**src/rtl/mdio_pkg.sv**
```systemverilog
package mdio_pkg;

  localparam int DATA_W = 16;
  localparam int ADDR_W = 5;
  localparam int N_REGS = 1 << ADDR_W;

  localparam logic [ADDR_W-1:0] A_STATUS  = 5'd1;
  localparam logic [ADDR_W-1:0] A_ADVERT  = 5'd4;
  localparam logic [ADDR_W-1:0] A_PARTNER = 5'd5;
  localparam logic [ADDR_W-1:0] A_DIAG    = 5'd18;

  localparam logic [DATA_W-1:0] STATUS_WORD = 16'h782C;
  localparam logic [DATA_W-1:0] PARTNER_FIX = 16'h4001;
  localparam logic [DATA_W-1:0] PARTNER_MSK = 16'h01E0;
  localparam logic [DATA_W-1:0] DIAG_SRC    = 16'h0180;
  localparam logic [DATA_W-1:0] DIAG_WORD   = 16'h0C00;

  localparam logic [1:0] OP_READ = 2'b10;

  typedef enum logic [2:0] {
    ST_HUNT, ST_START, ST_OPC, ST_PHYA, ST_REGA, ST_TURN, ST_DATA
  } frame_state_e;

  function automatic logic [DATA_W-1:0] reg_reset_value(input int unsigned idx);
    case (idx)
      0:       return 16'h3100;
      2:       return 16'h0300;
      3:       return 16'hE400;
      4:       return 16'h01E1;
      default: return '0;
    endcase
  endfunction

endpackage

```
**src/rtl/mdio_edge_sync.sv**
```systemverilog
module mdio_edge_sync #(
  parameter int STAGES = 2
) (
  input  logic clk,
  input  logic rst_n,
  input  logic mdc_in,
  input  logic mdio_in,
  output logic mdc_lvl,
  output logic mdio_lvl,
  output logic mdc_rise,
  output logic mdc_fall
);

  logic [STAGES-1:0] mdc_sh, mdio_sh;
  logic              mdc_prev;

  always_ff @(posedge clk or negedge rst_n) begin
    if (!rst_n) begin
      mdc_sh   <= '0;
      mdio_sh  <= '1;
      mdc_prev <= 1'b0;
    end else begin
      mdc_sh   <= {mdc_sh[STAGES-2:0], mdc_in};
      mdio_sh  <= {mdio_sh[STAGES-2:0], mdio_in};
      mdc_prev <= mdc_sh[STAGES-1];
    end
  end

  assign mdc_lvl  = mdc_sh[STAGES-1];
  assign mdio_lvl = mdio_sh[STAGES-1];
  assign mdc_rise = mdc_lvl & ~mdc_prev;
  assign mdc_fall = ~mdc_lvl & mdc_prev;

endmodule

```
**src/rtl/mdio_phy_regs.sv**
```systemverilog
module mdio_phy_regs
  import mdio_pkg::*;
(
  input  logic              clk,
  input  logic              rst_n,
  input  logic              wr_en,
  input  logic [ADDR_W-1:0] addr,
  input  logic [DATA_W-1:0] wr_data,
  output logic [DATA_W-1:0] rd_data
);

  logic [DATA_W-1:0] mem [N_REGS];

  always_ff @(posedge clk or negedge rst_n) begin
    if (!rst_n) begin
      for (int i = 0; i < N_REGS; i++) mem[i] <= reg_reset_value(i);
    end else if (wr_en) begin
      mem[addr] <= wr_data;
    end
  end

  // Status-style addresses are built on read; the stored copy is shadowed.
  always_comb begin
    unique case (addr)
      A_STATUS:  rd_data = STATUS_WORD;
      A_PARTNER: rd_data = PARTNER_FIX | (mem[A_ADVERT] & PARTNER_MSK);
      A_DIAG:    rd_data = |(mem[A_ADVERT] & DIAG_SRC) ? DIAG_WORD : '0;
      default:   rd_data = mem[addr];
    endcase
  end

  a_r4_write_lands: assert property (@(posedge clk) disable iff (!rst_n)
    wr_en |=> mem[$past(addr)] == $past(wr_data));

endmodule

```
**src/rtl/mdio_frame_fsm.sv**
```systemverilog
module mdio_frame_fsm
  import mdio_pkg::*;
#(
  parameter int PHY_ADDR = 1,
  parameter int PRE_LEN  = 32
) (
  input  logic              clk,
  input  logic              rst_n,
  input  logic              mdc_lvl,
  input  logic              mdio_lvl,
  input  logic              mdc_rise,
  input  logic              mdc_fall,
  input  logic [DATA_W-1:0] rd_data,
  output logic [ADDR_W-1:0] reg_addr,
  output logic              wr_en,
  output logic [DATA_W-1:0] wr_data,
  output logic              mdio_o,
  output logic              mdio_oe
);

  localparam int CW = $clog2(PRE_LEN + 1);
  localparam logic [CW-1:0]     PRE_MAX = CW'(PRE_LEN);
  localparam logic [ADDR_W-1:0] MY_ADDR = ADDR_W'(PHY_ADDR);
  localparam logic [3:0]        LAST_BIT = 4'(DATA_W - 1);

  frame_state_e      state, state_n;
  logic [CW-1:0]     pre_cnt, pre_n;
  logic [3:0]        bit_cnt, cnt_n;
  logic [1:0]        opc, opc_n;
  logic [ADDR_W-1:0] phy_a, pa_n, reg_a, ra_n;
  logic [DATA_W-1:0] shreg, sh_n;
  logic              rd_go, go_n, out_q, out_n, oe_q, oe_n;
  logic              is_rd, pa_match;

  assign is_rd    = (opc == OP_READ);
  assign pa_match = (phy_a == MY_ADDR);

  always_comb begin
    state_n = state;
    pre_n   = pre_cnt;
    cnt_n   = bit_cnt;
    opc_n   = opc;
    pa_n    = phy_a;
    ra_n    = reg_a;
    sh_n    = shreg;
    go_n    = rd_go;
    out_n   = out_q;
    oe_n    = oe_q;
    if (mdc_rise) begin
      unique case (state)
        ST_HUNT: begin
          if (mdio_lvl) begin
            if (pre_cnt != PRE_MAX) pre_n = pre_cnt + 1'b1;
          end else begin
            if (pre_cnt == PRE_MAX) state_n = ST_START;
            pre_n = '0;
          end
        end
        ST_START: begin
          state_n = ST_OPC;
          cnt_n   = '0;
        end
        ST_OPC: begin
          opc_n = {opc[0], mdio_lvl};
          if (bit_cnt == 4'd1) begin
            state_n = ST_PHYA;
            cnt_n   = '0;
          end else cnt_n = bit_cnt + 1'b1;
        end
        ST_PHYA: begin
          pa_n = {phy_a[ADDR_W-2:0], mdio_lvl};
          if (bit_cnt == 4'(ADDR_W - 1)) begin
            state_n = ST_REGA;
            cnt_n   = '0;
          end else cnt_n = bit_cnt + 1'b1;
        end
        ST_REGA: begin
          ra_n = {reg_a[ADDR_W-2:0], mdio_lvl};
          if (bit_cnt == 4'(ADDR_W - 1)) begin
            state_n = ST_TURN;
            cnt_n   = '0;
          end else cnt_n = bit_cnt + 1'b1;
        end
        ST_TURN: begin
          if (bit_cnt == 4'd0) begin
            sh_n  = rd_data;
            go_n  = is_rd && pa_match;
            cnt_n = 4'd1;
          end else begin
            state_n = ST_DATA;
            cnt_n   = '0;
          end
        end
        ST_DATA: begin
          if (!rd_go) sh_n = {shreg[DATA_W-2:0], mdio_lvl};
          if (bit_cnt == LAST_BIT) begin
            state_n = ST_HUNT;
            cnt_n   = '0;
            go_n    = 1'b0;
            oe_n    = 1'b0;
          end else cnt_n = bit_cnt + 1'b1;
        end
        default: state_n = ST_HUNT;
      endcase
    end else if (mdc_fall && rd_go) begin
      if (state == ST_TURN && bit_cnt == 4'd1) begin
        oe_n  = 1'b1;
        out_n = 1'b0;
      end else if (state == ST_DATA) begin
        oe_n  = 1'b1;
        out_n = shreg[DATA_W-1];
        sh_n  = {shreg[DATA_W-2:0], 1'b0};
      end
    end
  end

  always_ff @(posedge clk or negedge rst_n) begin
    if (!rst_n) begin
      state   <= ST_HUNT;
      pre_cnt <= '0;
      bit_cnt <= '0;
      opc     <= '0;
      phy_a   <= '0;
      reg_a   <= '0;
      shreg   <= '0;
      rd_go   <= 1'b0;
      out_q   <= 1'b0;
      oe_q    <= 1'b0;
    end else if (mdc_rise || mdc_fall) begin
      state   <= state_n;
      pre_cnt <= pre_n;
      bit_cnt <= cnt_n;
      opc     <= opc_n;
      phy_a   <= pa_n;
      reg_a   <= ra_n;
      shreg   <= sh_n;
      rd_go   <= go_n;
      out_q   <= out_n;
      oe_q    <= oe_n;
    end
  end

  assign reg_addr = reg_a;
  assign wr_en    = mdc_rise && (state == ST_DATA) && (bit_cnt == LAST_BIT) && !is_rd && pa_match;
  assign wr_data  = {shreg[DATA_W-2:0], mdio_lvl};
  assign mdio_o   = out_q;
  assign mdio_oe  = oe_q;

  a_r2_full_preamble: assert property (@(posedge clk) disable iff (!rst_n)
    (state == ST_START && $past(state) != ST_START) |-> $past(pre_cnt) == PRE_MAX);

  a_r3_moves_on_low: assert property (@(posedge clk) disable iff (!rst_n)
    !$stable(mdio_o) |-> !mdc_lvl);

  a_r5_drive_scope: assert property (@(posedge clk) disable iff (!rst_n)
    mdio_oe |-> (rd_go && (state == ST_TURN || state == ST_DATA)));

  a_r5_turn_zero: assert property (@(posedge clk) disable iff (!rst_n)
    (mdio_oe && state == ST_TURN) |-> !mdio_o);

  a_r6_own_addr_only: assert property (@(posedge clk) disable iff (!rst_n)
    mdio_oe |-> phy_a == MY_ADDR);

endmodule

```
**src/rtl/mdio_phy_slave.sv**
```systemverilog
module mdio_phy_slave
  import mdio_pkg::*;
#(
  parameter int PHY_ADDR    = 1,
  parameter int PRE_LEN     = 32,
  parameter int SYNC_STAGES = 2
) (
  input  logic clk,
  input  logic rst_n,
  input  logic mdc,
  input  logic mdio_i,
  output logic mdio_o,
  output logic mdio_oe
);

  logic [1:0]        rst_q;
  logic              rst_sn;
  logic              mdc_lvl, mdio_lvl, mdc_rise, mdc_fall;
  logic              wr_en;
  logic [ADDR_W-1:0] reg_addr;
  logic [DATA_W-1:0] wr_data, rd_data;

  // Reset asserts at once and leaves on a clock edge.
  always_ff @(posedge clk or negedge rst_n) begin
    if (!rst_n) rst_q <= '0;
    else        rst_q <= {rst_q[0], 1'b1};
  end
  assign rst_sn = rst_q[1];

  mdio_edge_sync #(.STAGES(SYNC_STAGES)) u_sync (
    .clk     (clk),
    .rst_n   (rst_sn),
    .mdc_in  (mdc),
    .mdio_in (mdio_i),
    .mdc_lvl (mdc_lvl),
    .mdio_lvl(mdio_lvl),
    .mdc_rise(mdc_rise),
    .mdc_fall(mdc_fall)
  );

  mdio_frame_fsm #(.PHY_ADDR(PHY_ADDR), .PRE_LEN(PRE_LEN)) u_fsm (
    .clk     (clk),
    .rst_n   (rst_sn),
    .mdc_lvl (mdc_lvl),
    .mdio_lvl(mdio_lvl),
    .mdc_rise(mdc_rise),
    .mdc_fall(mdc_fall),
    .rd_data (rd_data),
    .reg_addr(reg_addr),
    .wr_en   (wr_en),
    .wr_data (wr_data),
    .mdio_o  (mdio_o),
    .mdio_oe (mdio_oe)
  );

  mdio_phy_regs u_regs (
    .clk    (clk),
    .rst_n  (rst_sn),
    .wr_en  (wr_en),
    .addr   (reg_addr),
    .wr_data(wr_data),
    .rd_data(rd_data)
  );

endmodule

```
**config.mk**
```make
export PLATFORM = sky130hd
export DESIGN_NAME = mdio_phy_slave
export DESIGN_NICKNAME = d
export VERILOG_FILES = /design/src/rtl/mdio_pkg.sv /design/src/rtl/mdio_edge_sync.sv /design/src/rtl/mdio_phy_regs.sv /design/src/rtl/mdio_frame_fsm.sv /design/src/rtl/mdio_phy_slave.sv
export SDC_FILE = /design/constraint.sdc
export NUM_CORES = 1
export LEC_CHECK = 0
export BUFFER_PORTS_ARGS = -buffer_cell sky130_fd_sc_hd__buf_2
export CORE_AREA = 2 2 222 224
export DETAILED_ROUTE_END_ITERATION = 10
export DIE_AREA = 0 0 224 226
export GPL_TIMING_DRIVEN = 0
export PLACE_DENSITY = 0.72
export SETUP_SLACK_MARGIN = 0.4
export SLEW_MARGIN = 15
export SYNTH_ARGS = -nofsm -noshare
export SYNTH_HDL_FRONTEND = slang
export SYNTH_HIERARCHICAL = 1
export SYNTH_SLANG_ARGS = --single-unit
export TNS_END_PERCENT = 5
```
**constraint.sdc**
```tcl
create_clock -name clk -period 16.86 [get_ports clk]
set_input_delay 5.058 -clock clk [delete_from_list [all_inputs] [get_ports clk]]
set_output_delay 5.058 -clock clk [all_outputs]
set_load 0.05 [all_outputs]
```
## After elaboration in Yosys (flattened, before gate mapping)

Index checks and enable logic that the tools add are counted.

| storage, ports and cells | value |
|---|---|
| bits in latches | 0 |
| memories kept | 0 |
| logic and storage cells | 156 |
| register bits | 563 |
| RAM bits | 0 |
| memory bits (read-only) | 0 |
| input port bits | 4 |

| operators by class | value |
|---|---|
| equality and inequality tests | 31 |
| divide/modulo/power cells | 0 |
| add/subtract/negate cells | 2 |
| reductions and logical operators | 29 |
| multiply operators | 0 |
| multiplexer cells | 40 |
| shifts and indexed selects | 0 |
| bitwise operators | 6 |
| magnitude comparators | 2 |

Operators with widths:

| operator | count |
|---|---|
| $bwmux 512 | 1 |
| $mux 16 | 9 |
| $bmux 16 s5 | 1 |
| $demux 16 s5 | 1 |
| $pmux 16 s3 | 1 |
| $pmux 16 s2 | 1 |
| $mux 3 | 7 |
| $pmux 3 s7 | 1 |
| $pmux 4 s5 | 1 |
| $ne 2x1->1 const B | 8 |
| $mux 12 | 1 |
| $mux 4 | 3 |
| $mux 6 | 2 |
| $reduce_and 3->1 | 4 |
| $eq 5x1->1 const B | 2 |
| $mux 1 | 10 |
| $reduce_and 5->1 | 2 |
| $eq 3x3->1 const B | 3 |
| $ne 3x3->1 const B | 3 |
| $reduce_and 9->1 | 1 |
| $logic_and 1x1->1 | 8 |
| $ne 2x2->1 const B | 4 |
| $reduce_and 4->1 | 2 |
| $reduce_bool 2->1 | 4 |
| other kinds (25) | 30 |

## Depth between registers and ports, before layout

| depth | value |
|---|---|
| depth in word-level cells | 8 |
| gate-level depth with buffers | 12 |
| depth with buffers taken out | 9 |

## By module

Netlist, hierarchy kept.

By module, submodules not included:

| module | sequential area each (um^2) | instances | cells each | area an instance (um^2) |
|---|---|---|---|---|
| mdio_phy_regs | 12,779.8 | 1 | 1,492 | 23,648.9 |
| mdio_frame_fsm | 1,101.1 | 1 | 244 | 2,432.3 |
| mdio_edge_sync | 127.6 | 1 | 7 | 142.6 |
| mdio_phy_slave | 50.0 | 1 | 3 | 53.8 |

## Worst setup path after synthesis

OpenSTA, ideal clock, no wires.

| timing | value |
|---|---|
| path type | reg2out |
| start | register u_fsm.out_q, in the netlist u_fsm/mdio_o |
| end | output port mdio_o |
| buffers on the path | 0 |
| path slack | 11,201 ps |
| stages on the path, launching flop included | 1 |
| data arrival time | 601 ps |
| path through | dfrtp_1 |

RTL lines:

| element | line | RTL |
|---|---|---|
| start, declared | mdio_frame_fsm.sv:32 | `logic rd_go, go_n, out_q, out_n, oe_q, oe_n;` |
| start signal, assigned | mdio_frame_fsm.sv:138 | `out_q <= out_n;` |
| end, declared | mdio_phy_slave.sv:12 | `output logic mdio_o,` |

No word-level cell between the ends.

## Worst setup path in the final report

| timing | value |
|---|---|
| start | register u_fsm.out_q, in the netlist u_fsm/mdio_o |
| end | output port mdio_o |

No word-level cell between the ends.

==> reports/metrics.yaml <==
place.gp.congestion: 0.919
min_path_type: "flip-flop to async pin"
path_delay_family: "flip-flops"
cts_buffers: 59
seq_area_frac_synth: 0.535
fp.dieH_um: 226
max-clock-path-buffers: 3
finalCriticalPeriod_ns: 6.31
yosysTopAreaCell: "dfrtp_1"
grt_pass1_vias: 16948
rows: 81
grt_pass1_wl_mm: 107
avgSynthCellArea_um2: 15.1
cts_setup_buffers: 0
insertion_delay_ns: 0.64
synth.most_common_cell: "dfrtp_1"
synth-simple-area-share: 0.0360
synth_common_cells: "dfrtp_1, mux2_2, mux4_2, clkbuf_1, buf_2"
start_util: 0.544
clock.fmax_mhz: 158
hpwl_mm: 47.8
synth_cell_type_count: 72
portBuffers: 5
place_area_mm2: 0.0274
dieArea_mm2: 0.0506
ys.flop_type: "dfrtp_1"
drive_gt1_frac: 0.497
postRouteAntennaNets: 0
synth_xor_area_frac: 0.00133
nets: 1831
ys_ff_latch: 561
fin_skew_ns: 0.0271
dr.pass1.iters: 5
path_buf_inv: 1
cts_htree_levels: 2
synth_top_family_by_area: "multiplexers"
grt-ovfl-total: 0
num_vias: 16022
power_mw: 2.71
synth_nets: 1755
synth_fa_ha_area_frac: 0.00238
synth_area_leaders: "dfrtp_1, mux2_2, mux4_2, mux2i_1, dfstp_2"
wire_per_inst_um: 28.4
routed_wl_mm: 70.9
muxShareOfSynthArea: 0.362
cp-start-kind: "flip-flop"
cts_sinks: 561
rsz0062_at_grt: "false"
cp-end-kind: "output pin"
path_cells: "buf_2"
min_period_over_period: 0.374
synth_area_mm2: 0.0263
p_leak_nw: 13.8
slowest_delay_ns: 0.36
powerDensity_mw_per_mm2: 92.5
final-max-slew-violation-count: 0
antenna_cells: 0
stdcell_count: 2494
status: "completed"
die_w_um: 224
clk_pin_slew_worst_paths_ns: 0.06
worstMarginPinSlew_ns: 1.20
grtUsageTotal: 0.290
grt_start_max_net_pins: 64
cts.repair.resized: 0
finalSetupViolCount: 0
cpMaxStageDelayCell: "dfrtp_1"
path_max_fanout: 2
syn_inst: 1746
synthArstFlopShare: 1.00
post-route-cell-area_mm2: 0.0293
dp.cells: 2383
utilization: 0.607
drtIter0Drc: 1387
vdd_drop_max_uv: 73.4
final-hold-violation-count: 0
synth_top_area_frac: 0.519
setup_tns_ns: 0
critical_path_arrival_ns: 1.25
area_delta_synth_final_pct: 11.6
worst_ep_required_time_ns: 11.80
ctsHoldBuffers: 0
synth-compound-area-share: 0.0285
cts_root_buffer: "clkbuf_16"
ioPinCount: 6
coreArea_mm2: 0.0483
drc_errors: 0
grt_antenna_before_repair: 0
cap_violations: 0
slew_headroom: 0.192
tritoncts: "done"
synth_edf_count: 0
via_per_inst: 6.42
worstSetupPathType: "flip-flop to output pin"
yosysWarnings: 6
-- layout make-up --
| cell class | instances | area (µm²) |
|---|---|---|
| inverters | 10 | 37.5 |
| clock buffers | 88 | 1730 |
| fillers | 3658 | 19000 |
| well taps | 622 | 778 |
| clock inverters | 23 | 244 |
| repair buffers | 15 | 293 |
| multi-input cells | 1013 | 11300 |
| flip-flops and latches | 561 | 14100 |
| plain buffers | 162 | 870 |
-- cells by family after synthesis --
group           Yosys count
compound gates          111
xor+xnor                  4
fa+ha+maj                 5
buf+inv                 172
flops                   561
mux                     721
other cells               1
simple gates            171
-- sequential cells by signal (all words and copies together) (netlist names), 2 cells and up --
name            count
u_fsm/shreg        16
u_fsm/reg_addr      5
u_fsm/phy_a         5
u_fsm/state         3
u_fsm/bit_cnt       4
u_fsm/opc           2
u_regs/mem        510
rst_q               2
u_sync/mdio_sh      2
u_fsm/pre_cnt       6
u_sync/mdc_sh       2
-- worst paths after layout --
check / startpoint / endpoint / slack, ns / depth (start not counted)
worst min register to register: rst_q[1] / u_regs/mem[61] / 0.34 / 0
max in group asynchronous: rst_n / rst_q[1] / 12.56 / 1
worst max-delay path: u_fsm/mdio_o / mdio_o / 10.55 / 1
worst min-delay path: rst_q[1] / u_regs/mem[61] / 0.34 / 0
min in group clk: rst_q[0] / rst_q[1] / 0.35 / 0
worst max register to register: u_sync/mdc_sh[1] / u_regs/mem[280] / 12.58 / 10
-- metal layers --
layer  global-route usage  vias to the layer above  part of all wire
met4                0.141                        0             0.052
met2                0.465                      612              0.47
li1                     -                     6613                 -
met1                0.387                     8595              0.41
met3               0.0491                      202             0.066
met5                    0                        -                 0
-- stage by stage --
step | setup WS [ns] | hold WS [ns]
detailed placement | 11.20 | 0.336
floorplan | 7.75 | 0.331
global placement | 4.75 | 0.334
CTS | 10.52 | 0.361
global route | 10.51 | 0.366
finish | 10.55 | 0.338
-- report_power, final --
| group | switching (mW) | internal, mW | leakage, nW |
|---|---|---|---|
| registers | 0.00401 | 1.35 | 7.77 |
| logic | 0.0310 | 0.0104 | 5.05 |
| clock network | 0.549 | 0.769 | 0.965 |
-- layout by cell type, fill, tap and decap left out, types with 5 or more instances in the layout --
cell type | synthesis | final
nor2b_1 | 11 | 11
o21ai_1 | 16 | 16
buf_16 | 0 | 9
nand2b_1 | 9 | 9
ha_1 | 5 | 5
nand2_1 | 49 | 49
a221oi_1 | 6 | 6
nand3_2 | 5 | 5
a31oi_1 | 5 | 5
mux2i_1 | 52 | 52
nor2_1 | 31 | 31
mux2_2 | 536 | 536
clkbuf_1 | 62 | 77
nor3_1 | 6 | 6
nand2_2 | 7 | 7
buf_6 | 8 | 8
o21ai_0 | 17 | 17
nor2_2 | 12 | 12
dfrtp_1 | 545 | 544
mux4_2 | 130 | 130
dfstp_2 | 16 | 16
buf_4 | 35 | 35
inv_1 | 10 | 10
buf_2 | 55 | 60
a211oi_1 | 11 | 11
clkbuf_16 | 0 | 60
clkinv_2 | 0 | 12
a21oi_1 | 22 | 22
clkbuf_8 | 0 | 12
nand3_1 | 8 | 8
No activity file was read; power rests on OpenSTA's default activity.
